--- src/rtl/fault_trap.sv ---
module fault_trap #(
  parameter int AW     = 32,
  parameter int ADDR_W = 12
) (
  input  logic              clk,
  input  logic              rst_n,
  input  logic              wr_en,
  input  logic [ADDR_W-1:0] addr,
  input  logic [31:0]       wdata,
  output logic [31:0]       rdata,
  input  logic [6:0]        evt_main,
  input  logic [6:0]        evt_aux,
  input  logic [AW-1:0]     evt_va,
  input  logic [AW-1:0]     evt_pa,
  input  logic              evt_write,
  input  logic              evt_level,
  input  logic [2:0]        evt_arb,
  input  logic [4:0]        evt_port,
  output logic              irq
);
  localparam logic [ADDR_W-1:0] OFS_CTL  = ADDR_W'('h120);
  localparam logic [ADDR_W-1:0] OFS_MAIN = ADDR_W'('h124);
  localparam logic [ADDR_W-1:0] OFS_ST   = ADDR_W'('h134);
  localparam logic [ADDR_W-1:0] OFS_VA   = ADDR_W'('h13C);
  localparam logic [ADDR_W-1:0] OFS_PA   = ADDR_W'('h140);
  localparam logic [ADDR_W-1:0] OFS_ID   = ADDR_W'('h150);
  localparam logic [6:0]        AUX_MASK = 7'b1101111;
  localparam int                CLR_BIT  = 12;

  logic [6:0]    en_main, en_aux;
  logic          irq_q;
  logic [AW-1:0] cap_va, cap_pa;
  logic [2:0]    cap_arb;
  logic [4:0]    cap_port;
  logic [14:0]   cap_st;

  wire       wr_ctl   = wr_en && (addr == OFS_CTL);
  wire       wr_main  = wr_en && (addr == OFS_MAIN);
  wire       clr      = wr_ctl && wdata[CLR_BIT];
  wire [6:0] hit_main = evt_main & en_main;
  wire [6:0] hit_aux  = evt_aux & en_aux;
  wire       hit      = |{hit_main, hit_aux};
  wire       take     = hit && (!irq_q || clr);

  always_ff @(posedge clk) begin
    if (!rst_n) begin
      en_main <= '0;
      en_aux  <= '0;
    end else begin
      if (wr_main) en_main <= wdata[6:0];
      if (wr_ctl)  en_aux  <= wdata[6:0] & AUX_MASK;
    end
  end

  always_ff @(posedge clk) begin
    if (!rst_n) begin
      irq_q    <= 1'b0;
      cap_va   <= '0;
      cap_pa   <= '0;
      cap_arb  <= '0;
      cap_port <= '0;
      cap_st   <= '0;
    end else if (take) begin
      irq_q    <= 1'b1;
      cap_va   <= {evt_va[AW-1:2], evt_write, evt_level};
      cap_pa   <= evt_pa;
      cap_arb  <= evt_arb;
      cap_port <= evt_port;
      cap_st   <= {hit_aux, 1'b0, hit_main};
    end else if (clr) begin
      irq_q  <= 1'b0;
      cap_st <= '0;
    end
  end

  assign irq = irq_q;

  always_comb begin
    rdata = '0;
    case (addr)
      OFS_CTL:  rdata[6:0]  = en_aux;
      OFS_MAIN: rdata[6:0]  = en_main;
      OFS_ST:   rdata[14:0] = cap_st;
      OFS_VA:   rdata       = 32'(cap_va);
      OFS_PA:   rdata       = 32'(cap_pa);
      OFS_ID:   rdata[9:2]  = {cap_arb, cap_port};
      default:  rdata       = '0;
    endcase
  end
endmodule

--- config.mk ---
export PLATFORM = sky130hd
export DESIGN_NAME = fault_trap
export DESIGN_NICKNAME = d
export VERILOG_FILES = /design/src/rtl/fault_trap.sv
export SDC_FILE = /design/constraint.sdc
export NUM_CORES = 1
export LEC_CHECK = 0
export BUFFER_PORTS_ARGS = -buffer_cell sky130_fd_sc_hd__buf_2
export CAP_MARGIN = 25
export CORE_UTILIZATION = 50
export DETAILED_ROUTE_END_ITERATION = 8
export GPL_TIMING_DRIVEN = 0
export HOLD_SLACK_MARGIN = 0.1
export PLACE_DENSITY = 0.87
export SKIP_CTS_REPAIR_TIMING = 1
export SLEW_MARGIN = 20
export SYNTH_ARGS = -nofsm -noshare
export SYNTH_HDL_FRONTEND = slang
export SYNTH_SLANG_ARGS = --single-unit
export TNS_END_PERCENT = 50
--- constraint.sdc ---
create_clock -name clk -period 2.5 [get_ports clk]
set_input_delay 0.375 -clock clk [delete_from_list [all_inputs] [get_ports clk]]
set_output_delay 0.375 -clock clk [all_outputs]
set_load 0.02 [all_outputs]
; ---- Yosys cells after proc, flatten, opt, wreduce, memory -nomap -nowiden
; Index checks and enable logic that the tools add are counted.
; Widths: inputs -> output; s select.
[word_totals]
register_bits = 100
input_bits = 135
out_inout_bits = 33
[op_classes]
n_mux = 9
eq_ne = 6
bitwise_logic = 2
n_reduce_logical = 8
[op_table]
columns = operator, count
row1 = $eq 12x9->1 const B, 6
row2 = $pmux 17 s2, 1
row3 = $mux 15, 2
row4 = $pmux 5 s6, 1
row5 = $pmux 5 s3, 1
row6 = $and 7x7->7, 2
row7 = $reduce_or 14->1, 1
row8 = $pmux 3 s4, 1
row9 = $pmux 2 s5, 1
row10 = $logic_and 1x1->1, 4
row11 = $mux 1, 2
row12 = $reduce_bool 2->1, 1
row13 = $logic_not 1->1, 1
row14 = $logic_or 1x1->1, 1

; ---- Depth between registers and ports, before layout
[depth]
depth_word = 6
depth_mapped = 8
ltp_nobuf = 4

; ---- Least setup slack after synthesis
; Ideal clock, no wire load.
[synth_path]
kind = input to output
from = in addr[3]
to = out rdata[5]
setup_slack_ns = 0.155
arrival_time_ns = 1.970
path_stages = 5
required_ns = 2.125
cell_sequence = buf_2 or4b_2 nor2_1 a22oi_1 o221ai_1
[synth_via]
elab_chain_cells = 2
[synth_rtl]
columns = element, line_no
row1 = from (decl), 8  ; input logic [ADDR_W-1:0] addr,
row2 = $eq 12x9->1, 80  ; case (addr)
row3 = $pmux 5 s6 *, 80
row4 = to (decl), 10  ; output logic [31:0] rdata,
; Every way passes the cells marked *; elsewhere a longest branch is shown, timed or not.

; ---- Worst setup path after layout
[layout_path]
from = in addr[0]
to = out rdata[18]
[layout_via]
elab_chain_cells = 2
[layout_rtl]
columns = element, line_no
row1 = $eq 12x9->1, 80
row2 = $pmux 17 s2 *, 80
; Marked as above.

==> results.toml <==
[outcome]
status = "complete, no violations"

[layout]
seqCellArea_mm2 = 0.00198
num_antenna_cells = 0
drive_above_1_share_pct = 27.2
multiInputGateArea_mm2 = 0.00262
nNetsFinal = 825
area_growth_pct = 22.2
fin_cells = 823
nFillCells = 825

[job]
cap_violations = 0

[yosys]
synthesis.nets = 675
async_reset_ff_share_pct = 0
synth_edf_count = 0
yosysWarnings = 0
ys_ff_latch = 99
avgSynthCellArea_um2 = 9.05
yosysSeqAreaShare_pct = 40.6
syn_inst = 540
synth_area_mm2 = 0.00488
synth_cell_types = 41
ys.flop_type = "dfxtp_1"

[grt]
grt_usage_pct = 27.3
grt_pass1_wl_um = 21500
grt_max_degree = 17
antenna_found_initial = 0
grt_pass1_vias = 4456
overflow = 0

[timing]
fin_crit_sh_pct = 98.7
setup_viol_count_final = 0
finalHoldViolCount = 0
grt_setup_unrepaired = "true"
finalCriticalPeriod_ns = 2.47
worst_pin_slew_ns = 0.699
skew_ns = 0.0139
drv_slew = 0
fin_tns_setup_ns = 0
fmax_mhz = 405
worst_slack_ns = 0.0333
relSlewSlack_pct = 53.4

[detailed_routing]
remaining_drc_errors = 0
met1_length_um = 5870
drtPass1Iterations = 5
drt.antenna.violating_nets = 0
wl_um = 13700
highest_layer = "met4"
wl_met2_um = 6400
via_count = 4636
drt-wirelength-per-cell_um = 16.6
wl_met3_um = 993
drtIter0Drc = 256
vias_per_cell = 5.63

[critical_path]
worstSetupStartpoint = "addr[0]"
crit_path_start_kind = "primary input"
cp.required_ns = 2.12
worstPathMaxFanout = 10
worstSetupPathType = "in2out"
cp-end-kind = "output port"
cp.arrival_ns = 2.09
r2r-start = "en_main[4]"

[worst_hold_path]
hold_path_class = "in2reg"
min_from = "evt_va[21]"

[pwr]
p_leak_nw = 2.38
seq_power_share_pct = 55.7
p_per_area_mw_per_mm2 = 474
total_power_mw = 2.83
p_clk_share_pct = 36.1
power.switching_uw = 695
switching_share_pct = 24.5
comb_power_share_pct = 8.2
peakVddDrop_mv = 0.388
power.internal_mw = 2.14

[floorplan]
pin_count = 168
dieArea_mm2 = 0.0102
start_util_pct = 52.1
die_h_um = 101
row_count = 35
core_mm2 = 0.00937
die_width_um = 101

[clock_tree]
cts-root-buf = "clkbuf_8"
clkTransAtPathRegs_ns = 0.10
clock_latency_ns = 0.36
clock-sinks = 99
cts_made_buffers = 9
cts_buffer_depth = 2
cts_tree = "done"
htree_num_levels = 3

[placement]
gp_congestion = 0.914
preCtsSetupSlack_ns = -0.464
portBuffers = 138
dp_cells = 807
dpl.hpwl_um = 10600
[power by group through the flow]
stage	combinational (mW)	sequential [mW]	clock, mW
final	0.231	1.58	1.02
after global routing	0.249	1.58	1.11
after CTS	0.227	1.58	1.03
after detailed placement	0.226	1.61	0
after global placement	0.219	1.61	0
after floorplan	0.0977	1.61	0
[critical path, stage by stage]
cell	delay, ns
buf_2	0.11
nor4b_4	0.25
buf_4	0.19
and3_1	0.17
buf_2	0.21
and3_1	0.25
buf_4	0.21
a22o_1	0.16
buf_2	0.16
[cells by family (layout without fill, tap and decap cells)]
logic type	after synthesis	in the layout	synth area share, %
compound gates	79	79	12.8
simple gates	217	217	20.0
flops	99	99	40.6
mux	99	99	20.5
buf+inv	46	200	6.25
[final cells by class]
class / instances / share of cell area (%)
inverters: 2 / 0.126
multi-input cells: 395 / 43.8
well taps: 129 / 2.70
clock buffers: 9 / 2.07
repair buffers: 141 / 11.9
flip-flops and latches: 99 / 33.2
plain buffers: 42 / 5.03
clock inverters: 6 / 1.09
[registers in the layout (all words and copies together) (netlist names)]
signal / cells
cap_pa: 32
cap_va: 32
cap_st: 13
en_main: 7
en_aux: 6
cap_port: 5
cap_arb: 3
irq: 1
[synth_stat cells, types with 6 or more instances]
library cell  number  area, um^2
nor2b_1            7        43.8
buf_2              6        30.0
o2bb2ai_1          6        52.6
and3_1             6        37.5
a22o_1            18         158
mux2i_1           92         921
nand2_1          162         608
a21boi_0           7        52.6
o22ai_1            6        37.5
nand3_1           24         120
o21ai_0            9        45.0
dfxtp_1           99        1980
o32ai_1           13         114
clkbuf_1          28         105
buf_12             7         140
mux2_2             7        78.8
a22oi_1           11        82.6
[layout by cell type (no fill, tap or decap), types with 2 or more instances in the layout]
| master | netlist | layout |
|---|---|---|
| nand2_1 | 162 | 162 |
| buf_2 | 6 | 142 |
| dfxtp_1 | 99 | 99 |
| mux2i_1 | 92 | 92 |
| clkbuf_1 | 28 | 26 |
| nand3_1 | 24 | 23 |
| a22o_1 | 18 | 18 |
| o32ai_1 | 13 | 13 |
| a22oi_1 | 11 | 11 |
| o21ai_0 | 9 | 9 |
| clkbuf_8 | 0 | 9 |
| mux2_2 | 7 | 7 |
| buf_12 | 7 | 7 |
| nor2b_1 | 7 | 7 |
| a21boi_0 | 7 | 7 |
| and3_1 | 6 | 6 |
| o22ai_1 | 6 | 6 |
| o2bb2ai_1 | 6 | 6 |
| buf_4 | 1 | 5 |
| nor4b_4 | 2 | 2 |
| nor2_1 | 4 | 2 |
| buf_6 | 1 | 2 |
| nand4_1 | 2 | 2 |
| inv_1 | 2 | 2 |
| a21oi_1 | 2 | 2 |
| a221o_1 | 2 | 2 |
| clkinv_2 | 0 | 2 |
| inv_6 | 0 | 2 |
[stage by stage]
step           cell area (um^2)  util [%]  hold slack (ns)
5_1_grt                    5970      63.7            0.233
3_5_place_dp               5740      61.2            0.450
4_1_cts                    5930      63.2            0.239
3_3_place_gp               5740      61.2            0.443
6_report                   5970      63.7            0.248
2_1_floorplan              4880         -            0.431
[final timing paths]
check	endpoint	slack, ns	depth (start not counted)
min reg2reg	cap_va[15]	0.46	2
max	rdata[18]	0.03	9
max reg2reg	cap_st[0]	0.71	5
min	cap_va[21]	0.25	3
[metal layers]
layer | GRT usage [%] | vias to the layer above
met3 | 4.92 | 37
met1 | 34.7 | 2174
li1 | - | 2207
met2 | 45.3 | 218
met4 | 11.9 | 0
met5 | 0 | -
(Power assumes the default switching activity.)
